<file path="config.mk">
export PLATFORM = sky130hd
export DESIGN_NAME = cir_protocol_ctrl
export DESIGN_NICKNAME = d
export VERILOG_FILES = /design/src/rtl/cir_protocol_ctrl.sv
export SDC_FILE = /design/constraint.sdc
export NUM_CORES = 1
export LEC_CHECK = 0
export ABC_AREA = 1
export BUFFER_PORTS_ARGS = -buffer_cell sky130_fd_sc_hd__buf_2
export CAP_MARGIN = 25
export CELL_PAD_IN_SITES_DETAIL_PLACEMENT = 1
export CELL_PAD_IN_SITES_GLOBAL_PLACEMENT = 1
export CORE_UTILIZATION = 38
export CTS_BUF_LIST = sky130_fd_sc_hd__clkbuf_8
export CTS_CLUSTER_DIAMETER = 40
export CTS_CLUSTER_SIZE = 20
export DETAILED_ROUTE_END_ITERATION = 6
export GPL_TIMING_DRIVEN = 0
export PLACE_DENSITY_LB_ADDON = 0.1
export SLEW_MARGIN = 20
export SYNTH_ARGS = -nofsm -noshare
export SYNTH_HDL_FRONTEND = slang
export SYNTH_SLANG_ARGS = --single-unit
</file>
<file path="constraint.sdc">
create_clock -name clk -period 4.2 [get_ports clk]
set_clock_uncertainty 0.1 [all_clocks]
set_input_delay 1.05 -clock clk [delete_from_list [all_inputs] [get_ports clk]]
set_output_delay 1.05 -clock clk [all_outputs]
set_load 0.05 [all_outputs]
</file>
<file path="src/rtl/cir_protocol_ctrl.sv">
module cir_protocol_ctrl #(
  parameter int AW       = 5,
  parameter int CW       = 4,
  parameter int IDLE_LEN = 3,
  parameter int BUSY_LEN = 6
) (
  input  logic          clk,
  input  logic          rst_n,
  input  logic          wr_en,
  input  logic          rd_en,
  input  logic [AW-1:0] addr,
  input  logic [31:0]   wdata,
  output logic [31:0]   rdata,
  input  logic          err_ack,
  output logic          err,
  output logic          exu_start,
  output logic [15:0]   exu_word,
  input  logic          exu_done,
  output logic [5:0]    cond_pred,
  input  logic          cond_true,
  output logic          opnd_wstb,
  output logic [31:0]   opnd_wdata,
  input  logic [31:0]   opnd_rdata
);

  localparam logic [AW-1:0] A_RSP = AW'(5'h00);
  localparam logic [AW-1:0] A_SAV = AW'(5'h04);
  localparam logic [AW-1:0] A_RES = AW'(5'h06);
  localparam logic [AW-1:0] A_CMD = AW'(5'h0A);
  localparam logic [AW-1:0] A_CND = AW'(5'h0E);
  localparam logic [AW-1:0] A_OPD = AW'(5'h10);
  localparam logic [AW-1:0] A_SEL = AW'(5'h14);

  localparam logic [15:0] P_IDLE  = 16'h0200;
  localparam logic [15:0] P_RUN   = 16'h0202;
  localparam logic [15:0] P_BUSY  = 16'h8202;
  localparam logic [15:0] P_PROTO = 16'h3F00;
  localparam logic [15:0] F_IDLE  = 16'h1000 | 16'(IDLE_LEN);
  localparam logic [15:0] F_BUSY  = 16'h2000 | 16'(BUSY_LEN);

  logic [15:0]   resp;
  logic          run, gen_init, cond_wait;
  logic          pend_v, pend_k;
  logic [15:0]   pend_w;
  logic [CW-1:0] cnt, sel_n;

  logic hit_cmd, hit_cnd, hit_op, hit_rsp, hit_sav, hit_res, hit_sel;
  logic finishing, issue, busy, word_ok, viol, go_cmd, go_cnd, park;
  logic start_cmd, eval;
  logic [15:0] start_word;
  logic [CW-1:0] start_n;
  logic [15:0] sel_mask;

  function automatic logic [15:0] first_prim(input logic [15:0] w);
    logic [3:0] n;
    n = {1'b0, w[2:0]} + 4'd1;
    case (w[15:14])
      2'b00:   return P_RUN;
      2'b01:   return {8'h90, n, 4'h0};
      2'b10:   return 16'h8C10;
      default: return {8'h84, n, 4'h0};
    endcase
  endfunction

  assign hit_cmd = wr_en && addr == A_CMD;
  assign hit_cnd = wr_en && addr == A_CND;
  assign hit_op  = (wr_en || rd_en) && addr == A_OPD;
  assign hit_rsp = rd_en && addr == A_RSP;
  assign hit_sav = rd_en && addr == A_SAV;
  assign hit_res = wr_en && addr == A_RES;
  assign hit_sel = rd_en && addr == A_SEL;

  assign finishing = run && exu_done;
  assign issue     = finishing && pend_v;
  assign busy      = run && !(finishing && !pend_v);
  assign word_ok   = !gen_init && !cond_wait && !(busy && pend_v);
  assign viol      = ((hit_cmd || hit_cnd) && !word_ok)
                   || (hit_op && cnt == '0) || (hit_sel && sel_n == '0);
  assign go_cmd    = hit_cmd && word_ok && !busy;
  assign go_cnd    = hit_cnd && word_ok && !busy;
  assign park      = (hit_cmd || hit_cnd) && word_ok && busy;

  assign start_cmd  = go_cmd || (issue && !pend_k);
  assign start_word = go_cmd ? wdata[15:0] : pend_w;
  assign start_n    = CW'({1'b0, start_word[2:0]}) + CW'(1);
  assign eval       = go_cnd || (issue && pend_k);
  assign cond_pred  = issue ? pend_w[5:0] : wdata[5:0];
  assign sel_mask   = 16'((17'd1 << sel_n) - 17'd1);

  always_comb begin
    rdata = 32'h0;
    case (addr)
      A_RSP:   rdata = {16'h0, resp};
      A_SAV:   rdata = {16'h0, run ? F_BUSY : F_IDLE};
      A_OPD:   rdata = opnd_rdata;
      A_SEL:   rdata = {16'h0, sel_mask};
      default: rdata = 32'h0;
    endcase
  end

  always_ff @(posedge clk) begin
    if (!rst_n) begin
      resp       <= P_IDLE;
      err        <= 1'b0;
      run        <= 1'b0;
      gen_init   <= 1'b0;
      cond_wait  <= 1'b0;
      pend_v     <= 1'b0;
      pend_k     <= 1'b0;
      pend_w     <= '0;
      cnt        <= '0;
      sel_n      <= '0;
      exu_start  <= 1'b0;
      exu_word   <= '0;
      opnd_wstb  <= 1'b0;
      opnd_wdata <= '0;
    end else begin
      exu_start <= start_cmd;
      if (start_cmd) exu_word <= start_word;
      opnd_wstb <= hit_op && wr_en && cnt != '0;
      if (hit_op && wr_en && cnt != '0) opnd_wdata <= wdata;

      if (hit_rsp) begin
        gen_init  <= 1'b0;
        cond_wait <= 1'b0;
      end

      if (finishing) begin
        run <= 1'b0;
        if (!pend_v) resp <= P_IDLE;
      end
      if (issue) pend_v <= 1'b0;

      if (hit_op && cnt != '0) cnt <= cnt - CW'(1);
      if (hit_sav) cnt <= run ? CW'(BUSY_LEN) : CW'(IDLE_LEN);
      if (hit_res) begin
        if (wdata[15:12] == 4'h1) cnt <= CW'(IDLE_LEN);
        else if (wdata[15:12] == 4'h2) cnt <= CW'(BUSY_LEN);
      end
      if (hit_sel && sel_n != '0) begin
        cnt   <= sel_n;
        sel_n <= '0;
      end

      if (start_cmd) begin
        run      <= 1'b1;
        gen_init <= 1'b1;
        resp     <= first_prim(start_word);
        case (start_word[15:14])
          2'b01:   cnt <= start_n;
          2'b10:   cnt <= CW'(1);
          2'b11:   sel_n <= start_n;
          default: ;
        endcase
      end

      if (eval) begin
        resp      <= P_IDLE | {15'h0, cond_true};
        cond_wait <= 1'b1;
      end

      if (park) begin
        pend_v <= 1'b1;
        pend_k <= hit_cnd;
        pend_w <= wdata[15:0];
        resp   <= P_BUSY;
      end

      if (err_ack) err <= 1'b0;
      if (viol) begin
        err  <= 1'b1;
        resp <= P_PROTO;
      end
    end
  end

  AST_START_RUN: assert property (@(posedge clk) disable iff (!rst_n)
    exu_start |-> run);
  AST_PARK_BUSY: assert property (@(posedge clk) disable iff (!rst_n)
    park |=> (pend_v && resp == P_BUSY));
  AST_PEND_KEEP: assert property (@(posedge clk) disable iff (!rst_n)
    (pend_v && !issue) |=> (pend_v && $stable(pend_w)));
  AST_COND_HOLD: assert property (@(posedge clk) disable iff (!rst_n)
    (cond_wait && !hit_rsp) |=> cond_wait);
  AST_VIOL_CODE: assert property (@(posedge clk) disable iff (!rst_n)
    viol |=> (err && resp == P_PROTO));
  AST_CNT_STEP: assert property (@(posedge clk) disable iff (!rst_n)
    (hit_op && cnt != '0 && !start_cmd) |=> cnt == $past(cnt) - CW'(1));
  AST_ERR_STICKY: assert property (@(posedge clk) disable iff (!rst_n)
    (err && !err_ack) |=> err);

endmodule

</file>
==> metrics.yaml <==
p_clk_share_pct: 40.0
cp_cell_sequence: "buf_2 > nor2_1 > nand2_1 > nor2_1 > clkbuf_1 > nand2_1 > o311ai_1 > buf_2"
gp_congestion: 0.854
r2r-end: "cnt[2]"
syn_inst: 682
worst_pin_slew_ns: 0.616
combinationalPowerShare_pct: 8.8
place_hpwl_mm: 12.6
vias_per_cell: 5.08
swShare_pct: 25.5
core_region_area_um2: 12000
wl_mm: 15.6
clock_latency_ns: 0.37
synth-async-reset-ratio_pct: 0
cts_resized: 0
nNetsFinal: 942
power.internal_mw: 1.28
vias: 5122
first_global_vias: 5204
critPathBufInv: 3
path_clk_slew_ns: 0.09
cts_made_buffers: 9
holdPathEnd: "opnd_wdata[6]"
path_max_fanout: 10
worstPathRequired_ns: 3.05
layout_commonest_cell: "buf_2"
grt_overflow: 0
cpMaxStageDelayCell: "clkbuf_1"
p_per_area_nw_per_um2: 289
cts-root-buf: "clkbuf_8"
avgRoutedWirePerCell_um: 15.5
drt_iter0_markers: 158
finalSetupTns_ns: 0
ff2ff_setup_slack_ns: 1.80
ys.flop_type: "dfxtp_1"
fp.dieW_um: 113
insertedDiodeCount: 0
p_sw_mw: 0.436
drt_first_pass_iters: 4
fin_hold_ws_ns: 0.351
hold_violations: 0
cpPeakStageDelay_ns: 0.41
port_buffers: 163
crit_family: "buffers and inverters"
dieArea_um2: 12800
drv_cap: 0
yosysSeqAreaShare_pct: 39.2
sequentialPowerShare_pct: 51.2
cts.sinks: 92
worstHoldStart: "opnd_wdata[6]"
hp-class: "reg -> reg"
rsz0062_at_grt: "no"
start_util_pct: 39.1
hold_depth: 2
cts_setup_buffers: 0
htree_levels: 3
syn_avg_cell_area_um2: 6.88
grt_pass1_wl_mm: 25.3
die_y_um: 113
drv_slew: 0
r2r-start: "run"
period_minus_slack_ns: 3.98
path_class: "in -> out"
final_cell_mix: "buf_2 (168), inv_1 (117), nand2_1 (106)"
drcViolationCount: 0
p_total_mw: 1.71
clk_path_buf_depth: 2
drive_above_1_share_pct: 24.9
grt_max_degree: 16
final_cells: 1008
synth_cell_types: 43
io_pins: 165
run_status: "complete, no violations"
syn_nets: 768
max_freq_mhz: 251
cp-start-kind: "primary input"
end_kind: "primary output"
worstPathArrival_ns: 2.83
grt_usage_pct: 24.9
reg2reg_depth: 12
antenna_found_initial: 0
slew_headroom_pct: 58.7
syn_to_final_growth_pct: 26.1
hold_buffers: 0
synthesis.area_um2: 4690
yosys_warnings: 0
postRouteAntennaNets: 0
dpl.cell_count: 992
setup_viol: 0
ir_drop_uv: 179
synth_edf_count: 0
rows: 40
finalCritPeriodShare_pct: 94.9
leakagePower_nw: 2.79
ys_seq_elements: 92
crit_cells: 8
cts_tree: "done"
synthesized netlist by cell type (7+ instances only):
| cell type | number | area [um^2] |
|---|---|---|
| inv_1 | 116 | 435 |
| inv_2 | 7 | 26.3 |
| ha_1 | 10 | 125 |
| nand2_1 | 106 | 398 |
| clkbuf_1 | 19 | 71.3 |
| o21ai_1 | 12 | 60.1 |
| a211oi_1 | 16 | 120 |
| dfxtp_1 | 92 | 1840 |
| o21ai_0 | 69 | 345 |
| a21oi_1 | 67 | 335 |
| nor2_1 | 60 | 225 |
| nor3_1 | 8 | 40.0 |
| nand3_1 | 38 | 190 |
stage by stage:
stage / cell area (um^2) / setup slack [ns] / utilization (%)
final: 5920 / 0.216 / 49.3
after global routing: 5920 / 0.0350 / 49.3
after CTS: 5920 / 0.218 / 49.3
after detailed placement: 5690 / 0.222 / 47.4
after global placement: 5690 / 0.257 / 47.4
after floorplan: 4690 / 0.305 / -
registers in the layout (all words and copies together), names as in the netlist, 4 cells and up:
register and cells:
opnd_wdata 32, exu_word 16, pend_w 16, resp 12, cnt 4, sel_n 4
routing by layer:
metal | part of all wire [%] | vias up | GRT usage (%) | routed length (um)
met2 | 49 | 140 | 44.8 | 7720
met1 | 44 | 2399 | 30.2 | 6930
li1 | - | 2561 | - | -
met4 | 1.7 | 0 | 6.93 | 271
met3 | 4.5 | 22 | 4.71 | 700
met5 | 0 | - | 0 | 0
cell families after synthesis:
family | Yosys count | share of synthesized area (%)
buffers and inverters | 151 | 12.6
xor gates and xnor gates | 1 | 0.187
AOI/OAI and AO/OA | 193 | 23.4
adders and majority gates | 10 | 2.67
DFF | 92 | 39.2
and+or+nand+nor | 235 | 21.9
power by group through the flow:
stage	Sequential [mW]	Clock, mW	Combinational [mW]
6_report	0.877	0.684	0.150
3_5_place_dp	0.897	0	0.150
4_1_cts	0.877	0.696	0.151
2_1_floorplan	0.901	0	0.0774
3_3_place_gp	0.897	0	0.145
5_1_grt	0.878	0.732	0.165
how the worst max path moves through the flow:
stage	startpoint	to	slack (ns)
global placement	addr[1]	rdata[1]	0.26
detailed placement	addr[1]	rdata[1]	0.22
finish	addr[1]	rdata[5]	0.22
floorplan	addr[1]	rdata[14]	0.31
global route	sel_n[3]	rdata[10]	0.03
CTS	addr[1]	rdata[1]	0.22
cell type report:
| class | count | area [um^2] |
|---|---|---|
| Buffer | 28 | 130 |
| Clock buffer | 10 | 138 |
| Clock inverter | 6 | 86.3 |
| Fill cell | 1652 | 6090 |
| Inverter | 123 | 462 |
| Multi-Input combinational cell | 439 | 2260 |
| Sequential cell | 92 | 1840 |
| Tap cell | 147 | 184 |
| Timing Repair Buffer | 163 | 816 |
tightest hold or removal path, stage by stage, from the launching register on:
cell,delay (ns)
dfxtp_1,0.32
inv_1,0.05
a21oi_1,0.05
(Power assumes the default switching activity.)
